File: src/rtl/acc_cpu_pkg.sv
package acc_cpu_pkg;
    typedef enum logic [3:0] {
        S_FADDR, S_FREAD, S_FLATCH, S_FCIR, S_DECODE,
        S_XADDR, S_XREAD, S_XLATCH, S_XWRITE,
        S_XIMM, S_XIN, S_XJMP, S_XDONE
    } state_e;

    localparam logic [3:0] OP_NOP  = 4'd0;
    localparam logic [3:0] OP_JMP  = 4'd1;
    localparam logic [3:0] OP_LDI  = 4'd2;
    localparam logic [3:0] OP_IN   = 4'd3;
    localparam logic [3:0] OP_LDM  = 4'd4;
    localparam logic [3:0] OP_ADDI = 4'd5;
    localparam logic [3:0] OP_ADDM = 4'd6;
    localparam logic [3:0] OP_STO  = 4'd7;
    localparam logic [3:0] OP_OUTA = 4'd8;
    localparam logic [3:0] OP_OUTM = 4'd9;

    typedef struct packed {
        logic is_jmp;
        logic is_imm;
        logic is_in;
        logic is_mem_rd;
        logic is_sto;
        logic acc_load;
        logic acc_add;
        logic out_acc;
        logic out_mdr;
    } dec_t;
endpackage

File: src/rtl/acc_decoder.sv
module acc_decoder
    import acc_cpu_pkg::*;
#(
    parameter int OP_W   = 4,
    parameter int ADDR_W = 12,
    localparam int IW    = OP_W + ADDR_W
) (
    input  logic [IW-1:0]     instr,
    output logic [ADDR_W-1:0] field,
    output dec_t              dec
);
    logic [OP_W-1:0] op;

    assign op    = instr[IW-1:ADDR_W];
    assign field = instr[ADDR_W-1:0];

    always_comb begin
        dec = '0;
        case (op)
            OP_JMP:  dec.is_jmp = 1'b1;
            OP_LDI:  begin dec.is_imm = 1'b1; dec.acc_load = 1'b1; end
            OP_IN:   begin dec.is_in = 1'b1; dec.acc_load = 1'b1; end
            OP_LDM:  begin dec.is_mem_rd = 1'b1; dec.acc_load = 1'b1; end
            OP_ADDI: begin dec.is_imm = 1'b1; dec.acc_add = 1'b1; end
            OP_ADDM: begin dec.is_mem_rd = 1'b1; dec.acc_add = 1'b1; end
            OP_STO:  dec.is_sto = 1'b1;
            OP_OUTA: dec.out_acc = 1'b1;
            OP_OUTM: begin dec.is_mem_rd = 1'b1; dec.out_mdr = 1'b1; end
            default: dec = '0;
        endcase
    end
endmodule

File: src/rtl/acc_alu.sv
module acc_alu #(
    parameter int DATA_W = 16
) (
    input  logic [DATA_W-1:0] acc,
    input  logic [DATA_W-1:0] operand,
    input  logic              add_en,
    output logic [DATA_W-1:0] result
);
    always_comb begin
        if (add_en) result = acc + operand;
        else        result = operand;
    end
endmodule

File: src/rtl/acc_cpu.sv
module acc_cpu
    import acc_cpu_pkg::*;
#(
    parameter int OP_W   = 4,
    parameter int ADDR_W = 12,
    localparam int DATA_W = OP_W + ADDR_W
) (
    input  logic              clk,
    input  logic              rst_n,
    output logic [ADDR_W-1:0] mem_addr,
    output logic              mem_we,
    output logic [DATA_W-1:0] mem_wdata,
    input  logic [DATA_W-1:0] mem_rdata,
    input  logic              in_valid,
    input  logic [DATA_W-1:0] in_data,
    output logic              out_valid,
    output logic [DATA_W-1:0] out_data
);
    localparam int EXT_W = DATA_W - ADDR_W;

    typedef struct packed {
        state_e            state;
        logic [ADDR_W-1:0] pc;
        logic [ADDR_W-1:0] mar;
        logic [DATA_W-1:0] mdr;
        logic [DATA_W-1:0] cir;
        logic [DATA_W-1:0] acc;
        logic [DATA_W-1:0] out_data;
        logic              out_valid;
    } regs_t;

    regs_t r_q, r_d;

    logic [ADDR_W-1:0] field;
    dec_t              dec;
    logic [DATA_W-1:0] alu_y;

    acc_decoder #(.OP_W(OP_W), .ADDR_W(ADDR_W)) u_dec (
        .instr (r_q.cir),
        .field (field),
        .dec   (dec)
    );

    acc_alu #(.DATA_W(DATA_W)) u_alu (
        .acc     (r_q.acc),
        .operand (r_q.mdr),
        .add_en  (dec.acc_add),
        .result  (alu_y)
    );

    always_comb begin
        r_d           = r_q;
        r_d.out_valid = 1'b0;
        case (r_q.state)
            S_FADDR: begin
                r_d.mar   = r_q.pc;
                r_d.pc    = r_q.pc + 1'b1;
                r_d.state = S_FREAD;
            end
            S_FREAD:  r_d.state = S_FLATCH;
            S_FLATCH: begin
                r_d.mdr   = mem_rdata;
                r_d.state = S_FCIR;
            end
            S_FCIR: begin
                r_d.cir   = r_q.mdr;
                r_d.state = S_DECODE;
            end
            S_DECODE: begin
                if (dec.is_jmp)                      r_d.state = S_XJMP;
                else if (dec.is_imm)                 r_d.state = S_XIMM;
                else if (dec.is_in)                  r_d.state = S_XIN;
                else if (dec.is_mem_rd || dec.is_sto) r_d.state = S_XADDR;
                else if (dec.out_acc)                r_d.state = S_XDONE;
                else                                 r_d.state = S_FADDR;
            end
            S_XADDR: begin
                r_d.mar = field;
                if (dec.is_sto) begin
                    r_d.mdr   = r_q.acc;
                    r_d.state = S_XWRITE;
                end else begin
                    r_d.state = S_XREAD;
                end
            end
            S_XREAD:  r_d.state = S_XLATCH;
            S_XLATCH: begin
                r_d.mdr   = mem_rdata;
                r_d.state = S_XDONE;
            end
            S_XWRITE: r_d.state = S_FADDR;
            S_XIMM: begin
                r_d.mdr   = {{EXT_W{1'b0}}, field};
                r_d.state = S_XDONE;
            end
            S_XIN: begin
                if (in_valid) begin
                    r_d.mdr   = in_data;
                    r_d.state = S_XDONE;
                end
            end
            S_XJMP: begin
                r_d.pc    = field;
                r_d.state = S_FADDR;
            end
            S_XDONE: begin
                if (dec.acc_load || dec.acc_add) r_d.acc = alu_y;
                if (dec.out_acc) begin
                    r_d.out_valid = 1'b1;
                    r_d.out_data  = r_q.acc;
                end else if (dec.out_mdr) begin
                    r_d.out_valid = 1'b1;
                    r_d.out_data  = r_q.mdr;
                end
                r_d.state = S_FADDR;
            end
            default: r_d.state = S_FADDR;
        endcase
    end

    always_ff @(posedge clk) begin
        if (!rst_n) begin
            r_q       <= '0;
            r_q.state <= S_FADDR;
        end else begin
            r_q <= r_d;
        end
    end

    assign mem_addr  = r_q.mar;
    assign mem_we    = (r_q.state == S_XWRITE);
    assign mem_wdata = r_q.mdr;
    assign out_valid = r_q.out_valid;
    assign out_data  = r_q.out_data;

    // Fetch steps the counter by one
    assert_pc_step_R2: assert property (@(posedge clk) disable iff (!rst_n)
        (r_q.state == S_FADDR) |=> (r_q.pc == $past(r_q.pc) + 1'b1));

    // Counter held outside fetch and jump
    assert_pc_hold_R11: assert property (@(posedge clk) disable iff (!rst_n)
        (r_q.state != S_FADDR && r_q.state != S_XJMP) |=> $stable(r_q.pc));

    // Instruction register held outside its load step
    assert_cir_hold_R11: assert property (@(posedge clk) disable iff (!rst_n)
        (r_q.state != S_FCIR) |=> $stable(r_q.cir));

    // Accumulator changes only in the final execute step
    assert_acc_hold_R10: assert property (@(posedge clk) disable iff (!rst_n)
        (r_q.state != S_XDONE) |=> $stable(r_q.acc));

    // Write strobe is a single cycle carrying the accumulator
    assert_we_pulse_R8: assert property (@(posedge clk) disable iff (!rst_n)
        mem_we |=> !mem_we);
    assert_we_data_R8: assert property (@(posedge clk) disable iff (!rst_n)
        mem_we |-> (mem_wdata == r_q.acc));

    // Output strobe is a single cycle
    assert_out_pulse_R9: assert property (@(posedge clk) disable iff (!rst_n)
        out_valid |=> !out_valid);
endmodule

File: config.mk
export PLATFORM = sky130hd
export DESIGN_NAME = acc_cpu
export DESIGN_NICKNAME = d
export VERILOG_FILES = /design/src/rtl/acc_cpu_pkg.sv /design/src/rtl/acc_decoder.sv /design/src/rtl/acc_alu.sv /design/src/rtl/acc_cpu.sv
export SDC_FILE = /design/constraint.sdc
export NUM_CORES = 1
export LEC_CHECK = 0
export CELL_PAD_IN_SITES_DETAIL_PLACEMENT = 0
export CELL_PAD_IN_SITES_GLOBAL_PLACEMENT = 1
export CORE_UTILIZATION = 45
export CTS_BUF_LIST = sky130_fd_sc_hd__clkbuf_4
export DETAILED_ROUTE_END_ITERATION = 16
export PLACE_DENSITY_LB_ADDON = 0.1
export SLEW_MARGIN = 20
export SYNTH_ARGS = -nofsm -noshare
export SYNTH_HDL_FRONTEND = slang
export SYNTH_HIERARCHICAL = 1
export SYNTH_SLANG_ARGS = --single-unit
File: constraint.sdc
create_clock -name clk -period 5.8 [get_ports clk]
set_clock_uncertainty 0.2 [all_clocks]
set_input_delay 0.87 -clock clk [delete_from_list [all_inputs] [get_ports clk]]
set_output_delay 0.87 -clock clk [all_outputs]
set_load 0.02 [all_outputs]
==> flow_summary_export.csv, run 1 <==
group,metric,value,unit
status,outcome,"complete, no violations",
clocking,cts_resized,0,
global_route,groute.usage.overall,0.234,
critical_path,reg2reg_depth,5,
pwr,p_leak,2.21,nW
final_layout,area_growth_syn_to_layout,7.92,%
final_layout,final-instance-count-excl-fill,920,
min_path,min_delay_path_depth,2,
critical_path,critical_path.max_fanout,26,
timing,tightest_slew,1040,ps
clocking,cts_root_buffer,"clkbuf_4",
final_layout,final.fill_count,1305,
timing,setup_viol,0,
critical_path,crit_arrival,2460,ps
clocking,cts_tree,"yes",
critical_path,r2r-start,"r_q[90]",
timing,fmax,0.283,GHz
clocking,htree_levels,3,
critical_path,crit_required,4730,ps
floorplan,boundaryPins,81,
placement,place_area,0.00644,mm2
detailed_routing,wl,15900,um
logic_synthesis,syn_area_per_cell,8.02,um2
critical_path,crit_chain,"nand2b_1, nor3_1, clkdlybuf4s50_1",
global_route,grt_max_degree,58,
logic_synthesis,yosysSeqAreaShare,0.307,
logic_synthesis,syn-cell-area,0.00606,mm2
floorplan,die_y,118,um
detailed_routing,drc,0,
logic_synthesis,synth.distinct_cells,69,
global_route,grt_overflow,0,
critical_path,critPathKind,"reg2out",
critical_path,cp-end-kind,"primary output",
timing,rsz0062_at_grt,"false",
logic_synthesis,synth_edf_count,0,
final_layout,nNetsFinal,792,
placement,hpwl,11500,um
clocking,cts_buffers,9,
logic_synthesis,ys_ff_latch,93,
detailed_routing,viasPerCell,5.88,
critical_path,max_stage_delay,940,ps
clocking,insertion_delay,470,ps
final_layout,layout-drive-gt1-share,0.0618,
clocking,clockBufferDepth,2,
critical_path,cp-start-kind,"register",
min_path,min_to,"mem_addr[0]",
placement,port_buffers,80,
logic_synthesis,synth_area_leaders,"dfxtp_1, nand2_1, buf_4, a311oi_1, a21oi_1",
logic_synthesis,syn-num-nets,808,
timing,fin_hold_ws,289,ps
flow_run,max_cap_viol_count,0,
pwr,power,1.76,mW
placement,gp_congestion,0.839,
timing,fin_crit_sh,0.609,
critical_path,ff2ff_setup_slack,2750,ps
floorplan,initial_utilization,0.460,
global_route,grt_antenna_before_repair,0,
critical_path,crit_buf_inv,1,
critical_path,path_delay_family,"flip-flops",
critical_path,reg2reg_to,"mem_wdata[1]",
final_layout,fin_area,0.00654,mm2
placement,dp_cells,904,
logic_synthesis,synth.largest_area_cell,"dfxtp_1",
timing,finalWorstSetupSlack,2270,ps
pwr,power.density,269,mW/mm2
timing,tns,0,ps
logic_synthesis,synth_flop_cell,"dfxtp_1",
timing,final-hold-violation-count,0,
floorplan,row_count,42,
clocking,postCtsHoldBufs,0,
min_path,hp-start,"mem_addr[0]",
global_route,grt_first_pass_wirelength,26300,um
logic_synthesis,yosysMostFrequentCell,"nand2_1",
floorplan,fp.coreArea,0.0132,mm2
critical_path,crit_slowest_cell,"dfxtp_1",
detailed_routing,ant_nets,0,
placement,place_ws,2620,ps
final_layout,utilization,0.496,
floorplan,die_x,118,um
clocking,path_clk_slew,150,ps
detailed_routing,vias,5405,
timing,relSlewSlack,0.306,
logic_synthesis,yosysWarnings,6,
logic_synthesis,async_flop_share,0,
logic_synthesis,netlist_instances,756,
pwr,max-vdd-ir-drop,0.000131,V
logic_synthesis,yosysTopAreaCellShare,0.307,
final_layout,diodes,0,
clocking,cts_setup_buffers,0,
floorplan,die_area,0.0139,mm2
detailed_routing,drt_iter0_markers,377,
min_path,hold_path.class,"reg2reg",
detailed_routing,wire_per_inst,17.2,um
detailed_routing,first_pass_iters,6,
logic_synthesis,synth_common_cells,"nand2_1, dfxtp_1, a21oi_1",
timing,period_minus_slack,3530,ps
global_route,grt_pass1_vias,5014,
timing,maxSlewViolCount,0,
clocking,cts.sinks,93,
area by class of cell:
cell class	count	area, um2	share of cell area
multi-input combinational	543	3490	0.533
sequential	93	1860	0.285
timing repair buffer	87	853	0.130
tap	176	220	0.0337
clock buffer	11	82.6	0.0126
inverter	6	22.5	0.00344
clock inverter	4	16.3	0.00249
kinds of logic after synthesis:
family          after synthesis  share of synthesized area
simple gates                267                      0.213
fa+ha+maj                    17                     0.0363
mux                          18                     0.0326
buf+inv                     120                      0.119
flops                        93                      0.307
xor+xnor                     17                     0.0246
compound gates              224                      0.267
power by group:
| part | internal [mW] | switching [mW] | total, mW |
|---|---|---|---|
| Combinational | 0.278 | 0.363 | 0.640 |
| Sequential | 0.691 | 0.123 | 0.814 |
| Clock | 0.0911 | 0.212 | 0.304 |
| Total | 1.06 | 0.698 | 1.76 |
metal layers:
| layer | GRT usage | up-vias | part of all wire |
|---|---|---|---|
| met2 | 0.375 | 139 | 0.47 |
| met5 | 0 | - | 0 |
| li1 | - | 2677 | - |
| met4 | 0.0609 | 0 | 0.014 |
| met3 | 0.0455 | 17 | 0.044 |
| met1 | 0.321 | 2572 | 0.47 |
worst min-delay path: cells and delay by family, from the launching register on:
kind | cells | cell delay (ps)
AOI/OAI and AO/OA | 1 | 70
DFF | 1 | 330
and+or+nand+nor | 1 | 50
worst max-delay path by stage:
stage,startpoint,endpoint,slack (ps),depth (start not counted)
floorplan,r_q[90],mem_we,3260,5
global placement,rst_n,out_data[0],2680,4
detailed placement,rst_n,out_data[0],2620,4
CTS,r_q[92],mem_we,2220,3
global route,r_q[92],mem_we,2110,3
finish,r_q[92],mem_we,2270,3
layout by cell type (no fill, tap or decap), types with 5 or more instances in the layout:
cell,netlist,final
mux2_2,14,14
a211oi_1,20,20
nand2b_1,9,9
clkdlybuf4s50_1,0,80
nand3_1,7,7
a22o_1,12,12
dfxtp_1,93,93
xnor2_1,10,10
inv_1,5,5
nor2_1,49,49
a31oi_1,5,5
nand2_1,135,135
a311oi_1,40,40
a21o_1,10,10
and3_1,10,10
nor3_1,5,5
buf_4,58,7
a22oi_1,20,20
a21oi_1,60,60
o21ai_0,15,15
clkbuf_4,0,11
nand3b_1,20,20
nor2b_1,5,5
xor2_1,7,7
ha_1,16,16
flip-flops by register name, summed over array words and instances (netlist names):
| register | flops |
|---|---|
| out_data | 16 |
| r_q | 48 |
| mem_addr | 12 |
| mem_wdata | 16 |
| out_valid | 1 |
Power figures use the tool's default switching activity.
==> inputs of run 2 (changes only) <==
- CORE_UTILIZATION: 45 -> 39
- clock period: 5.8 -> 2.95 ns (I/O delays scaled with it)
==> run 2 against run 1 <==
Net effect: flip-flop and latch count is the same; non-clock buffer count grew 22; worst hold slack is essentially flat; power grew 110%; highest routed layer unchanged; cell count grew 3.9%; utilization shrank 4.9 points; critical path type unchanged; critical path depth is the same.
==> flow_summary_export.csv, run 2 (synthesized netlist as in run 1, its figures left out) <==
group,metric,value,unit
clocking,cts.sinks,93,
detailed_routing,vias,5475,
clocking,postCtsHoldBufs,0,
pwr,pwr-share-clk,0.198,
global_route,groute.usage.overall,0.220,
floorplan,row_count,45,
min_path,min_to,"mem_addr[0]",
detailed_routing,viasPerCell,5.73,
global_route,grt_overflow,0,
global_route,grt_antenna_before_repair,1,
final_layout,final.fill_count,1576,
final_layout,area_growth_syn_to_layout,12.1,%
critical_path,crit_arrival,2150,ps
critical_path,r2r-start,"mem_wdata[0]",
flow_run,max_cap_viol_count,0,
timing,relSlewSlack,0.294,
min_path,min_delay_path_depth,2,
floorplan,initial_utilization,0.399,
global_route,grt_max_degree,64,
clocking,cts_root_buffer,"clkbuf_4",
pwr,power,3.71,mW
critical_path,reg2reg_to,"r_q[29]",
critical_path,cp-start-kind,"register",
final_layout,fin_area,0.00680,mm2
critical_path,cp-end-kind,"primary output",
timing,fmax,0.358,GHz
critical_path,crit_slowest_cell,"dfxtp_1",
timing,setup_viol,0,
detailed_routing,wl,17300,um
pwr,max-vdd-ir-drop,0.000240,V
timing,tightest_slew,1060,ps
timing,maxSlewViolCount,0,
timing,rsz0062_at_grt,"false",
clocking,insertion_delay,500,ps
clocking,path_clk_slew,160,ps
status,outcome,"complete, no violations",
detailed_routing,ant_nets,0,
critical_path,crit_chain,"nand2b_1, nor3_1, clkdlybuf4s50_1",
placement,port_buffers,80,
timing,period_minus_slack,2790,ps
final_layout,nNetsFinal,814,
pwr,p_leak,2.35,nW
critical_path,critPathKind,"reg2out",
final_layout,layout_commonest_cell,"nand2_1",
critical_path,ff2ff_setup_slack,200,ps
timing,tns,0,ps
placement,place_area,0.00664,mm2
pwr,seqPwrFrac,0.411,
timing,final-hold-violation-count,0,
final_layout,regMostFlops,"r_q",
clocking,clockBufferDepth,2,
pwr,power.density,545,mW/mm2
min_path,hp-start,"mem_addr[0]",
floorplan,boundaryPins,81,
critical_path,max_stage_delay,770,ps
timing,fin_crit_sh,0.947,
pwr,combPwrFrac,0.391,
clocking,cts_buffers,9,
critical_path,reg2reg_depth,10,
floorplan,die_area,0.0160,mm2
detailed_routing,first_pass_iters,5,
final_layout,layout-drive-gt1-share,0.0900,
min_path,hold_path.class,"reg2reg",
critical_path,critical_path.max_fanout,20,
floorplan,fp.coreArea,0.0152,mm2
placement,hpwl,12400,um
final_layout,largest_register_ffs,48,
detailed_routing,drc,0,
pwr,p_switching,1.47,mW
floorplan,die_x,127,um
pwr,netSwitchingFraction,0.398,
clocking,htree_levels,3,
detailed_routing,drt_iter0_markers,283,
global_route,grt_first_pass_wirelength,27800,um
pwr,internal-power,2.23,mW
critical_path,crit_required,2310,ps
placement,gp_congestion,0.892,
clocking,cts_tree,"yes",
detailed_routing,wire_per_inst,18.1,um
final_layout,layout_common_cells,"nand2_1, dfxtp_1, clkdlybuf4s50_1",
floorplan,die_y,127,um
global_route,grt_pass1_vias,5132,
## run 2: cell types whose count changed in the layout (fill, tap and decap cells not counted)
| cell | previous run | this run |
|---|---|---|
| a221oi_2 | 2 | 1 |
| a221oi_4 | 0 | 1 |
| buf_12 | 0 | 2 |
| buf_4 | 7 | 27 |
| bufinv_16 | 0 | 1 |
| clkbuf_4 | 11 | 9 |
| clkinv_1 | 3 | 2 |
| clkinv_4 | 0 | 1 |
| clkinvlp_4 | 0 | 2 |
| diode_2 | 0 | 1 |
| o2111a_1 | 1 | 2 |
| o2111a_2 | 1 | 0 |
## run 2: cell type report
class,count,area [um2],share of cell area
antenna,1,2.50,0.000368
clock buffer,9,67.6,0.00994
clock inverter,7,66.3,0.00976
inverter,6,22.5,0.00331
multi-input combinational,543,3500,0.515
sequential,93,1860,0.274
tap,188,235,0.0346
timing repair buffer,109,1040,0.154
## run 2: timing repair
item | in CTS | in global routing
resized for setup | 0 | 1
endpoints found under the setup margin | 0 | 3
hold endpoints to repair | 0 | 0
setup buffers | 0 | 1
## run 2: layer usage
layer,up-vias,track usage,wire length (um)
met4,0,0.0595,183
li1,2724,-,-
met2,108,0.354,8030
met3,12,0.0329,545
met1,2631,0.306,8580
met5,-,0,0
## run 2: per-stage QoR
step / utilization / hold slack [ps] / setup slack (ps) / cells
5_1_grt: 0.447 / 318 / 8.38 / 956
3_5_place_dp: 0.437 / 271 / 78.9 / 938
6_report: 0.447 / 289 / 156 / 956
4_1_cts: 0.446 / 300 / 71.1 / 954
2_1_floorplan: - / 233 / 413 / 756
3_3_place_gp: 0.437 / 272 / 154 / 938
## run 2: critical path, delay by kind of cell (launching register included)
kind / cells / cell delay, ps
AND/OR/NAND/NOR: 2 / 290
buffers and inverters: 1 / 590
flip-flops: 1 / 770
## run 2: worst max-delay path by stage
stage	from	end	slack, ps
2_1_floorplan	mem_wdata[0]	r_q[27]	410
3_3_place_gp	mem_wdata[0]	r_q[27]	150
3_5_place_dp	mem_wdata[0]	r_q[27]	80
4_1_cts	mem_wdata[0]	r_q[27]	70
5_1_grt	mem_wdata[0]	r_q[27]	8
6_report	r_q[91]	mem_we	160
## run 2: power by group through the flow
| stage | Clock, mW | Sequential [mW] | Combinational, mW |
|---|---|---|---|
| floorplan | 0 | 1.48 | 1.10 |
| global placement | 0 | 1.55 | 1.44 |
| detailed placement | 0 | 1.55 | 1.44 |
| CTS | 0.761 | 1.52 | 1.45 |
| global route | 0.799 | 1.55 | 1.57 |
| finish | 0.734 | 1.52 | 1.45 |
==> inputs of run 3 (changes only) <==
- CORE_MARGIN: default -> 10
==> run 3 against run 2 <==
Net effect: utilization is 0.14 points lower; worst setup slack better by 11 ps; power hardly changed; global-route usage is 4.6 points lower; critical path type is now reg2reg; largest cell class unchanged.
==> flow_summary_export.csv, run 3 (synthesized netlist as in run 1, its figures left out) <==
group,metric,value,unit
critical_path,critical_path.max_fanout,6,
final_layout,layout_common_cells,"nand2_1, dfxtp_1, clkdlybuf4s50_1",
final_layout,nNetsFinal,812,
detailed_routing,vias,5446,
floorplan,die_x,145,um
pwr,max-vdd-ir-drop,0.000285,V
timing,tightest_slew,1100,ps
critical_path,cp-start-kind,"register",
final_layout,final.fill_count,1552,
final_layout,area_growth_syn_to_layout,11.7,%
clocking,cts_setup_buffers,0,
clocking,cts_root_buffer,"clkbuf_4",
placement,dp_cells,937,
global_route,grt_overflow,0,
final_layout,largest_register_ffs,48,
detailed_routing,wl,17900,um
timing,rsz0062_at_grt,"false",
clocking,cts_tree,"yes",
clocking,htree_levels,3,
pwr,power.density,547,mW/mm2
pwr,pwr-share-clk,0.194,
clocking,clockBufferDepth,2,
final_layout,layout-drive-gt1-share,0.0877,
detailed_routing,drc,0,
timing,fmax,0.359,GHz
critical_path,crit_arrival,2950,ps
pwr,netSwitchingFraction,0.395,
global_route,grt_pass1_vias,5255,
clocking,postCtsHoldBufs,0,
timing,setup_viol,0,
timing,maxSlewViolCount,0,
pwr,combPwrFrac,0.396,
placement,hpwl,12700,um
detailed_routing,ant_nets,0,
placement,port_buffers,80,
status,outcome,"complete, no violations",
timing,relSlewSlack,0.267,
global_route,groute.usage.overall,0.174,
timing,tns,0,ps
timing,final-hold-violation-count,0,
pwr,internal-power,2.24,mW
pwr,seqPwrFrac,0.410,
detailed_routing,viasPerCell,5.71,
floorplan,fp.coreArea,0.0152,mm2
floorplan,boundaryPins,81,
detailed_routing,first_pass_iters,7,
clocking,cts_buffers,9,
clocking,insertion_delay,470,ps
floorplan,die_area,0.0209,mm2
floorplan,die_y,145,um
floorplan,initial_utilization,0.399,
pwr,p_leak,2.35,nW
flow_run,max_cap_viol_count,0,
final_layout,layout_commonest_cell,"nand2_1",
timing,fin_crit_sh,0.943,
pwr,p_switching,1.46,mW
min_path,hold_path.class,"reg2reg",
global_route,grt_max_degree,65,
detailed_routing,wire_per_inst,18.8,um
critical_path,crit_required,3110,ps
critical_path,cp-end-kind,"register",
detailed_routing,drt_iter0_markers,440,
floorplan,row_count,45,
timing,period_minus_slack,2780,ps
critical_path,critPathKind,"reg2reg",
global_route,grt_first_pass_wirelength,29200,um
clocking,cts_resized,0,
clocking,cts.sinks,93,
clocking,path_clk_slew,150,ps
placement,gp_congestion,0.850,
final_layout,final-instance-count-excl-fill,953,
global_route,grt_antenna_before_repair,0,
final_layout,regMostFlops,"r_q",
-- run 3: worst paths after layout --
path / startpoint / to / slack (ps) / depth (start not counted)
setup / recovery: mem_wdata[0] / r_q[27] / 170 / 10
hold / removal: mem_addr[0] / mem_addr[0] / 290 / 2
setup reg to reg: mem_wdata[0] / r_q[27] / 170 / 10
hold reg to reg: mem_addr[0] / mem_addr[0] / 290 / 2
-- run 3: per-layer routing --
layer  GRT usage  up-vias  wire [um]
met5           0        -          0
met4      0.0532        0        250
met3      0.0336       20        985
met2       0.266      152       8010
met1       0.240     2562       8700
li1            -     2712          -
-- run 3: layout make-up --
type | instances | area [um2] | area share
Inverter | 6 | 22.5 | 0.00332
Tap cell | 188 | 235 | 0.0347
Clock inverter | 5 | 52.6 | 0.00776
Clock buffer | 10 | 75.1 | 0.0111
Multi-Input combinational cell | 543 | 3500 | 0.516
Timing Repair Buffer | 107 | 1030 | 0.152
Sequential cell | 93 | 1860 | 0.275
Antenna cell | 1 | 2.50 | 0.000369
-- run 3: power by group through the flow --
stage	logic (mW)	clock network, mW	registers [mW]
after floorplan	1.10	0	1.48
after global placement	1.45	0	1.54
after detailed placement	1.46	0	1.55
after CTS	1.47	0.754	1.52
after global routing	1.61	0.805	1.54
final	1.47	0.717	1.52
-- run 3: critical path, stage by stage (launching register included) --
cell      delay, ps
dfxtp_1         400
ha_1            240
fa_1            410
a21o_1          240
a221oi_4        360
o31ai_1         150
a31oi_1         210
xnor2_1          80
mux2_2          260
nand2_1          60
a21oi_1          70
-- run 3: metrics by stage --
stage	area, um2	util	setup WS [ps]	hold slack [ps]	power [mW]
floorplan	6060	-	413	233	2.58
global placement	6630	0.436	173	275	2.99
detailed placement	6630	0.436	134	272	3.01
CTS	6760	0.445	89.8	301	3.74
global route	6770	0.446	18.8	315	3.96
finish	6780	0.446	167	295	3.70
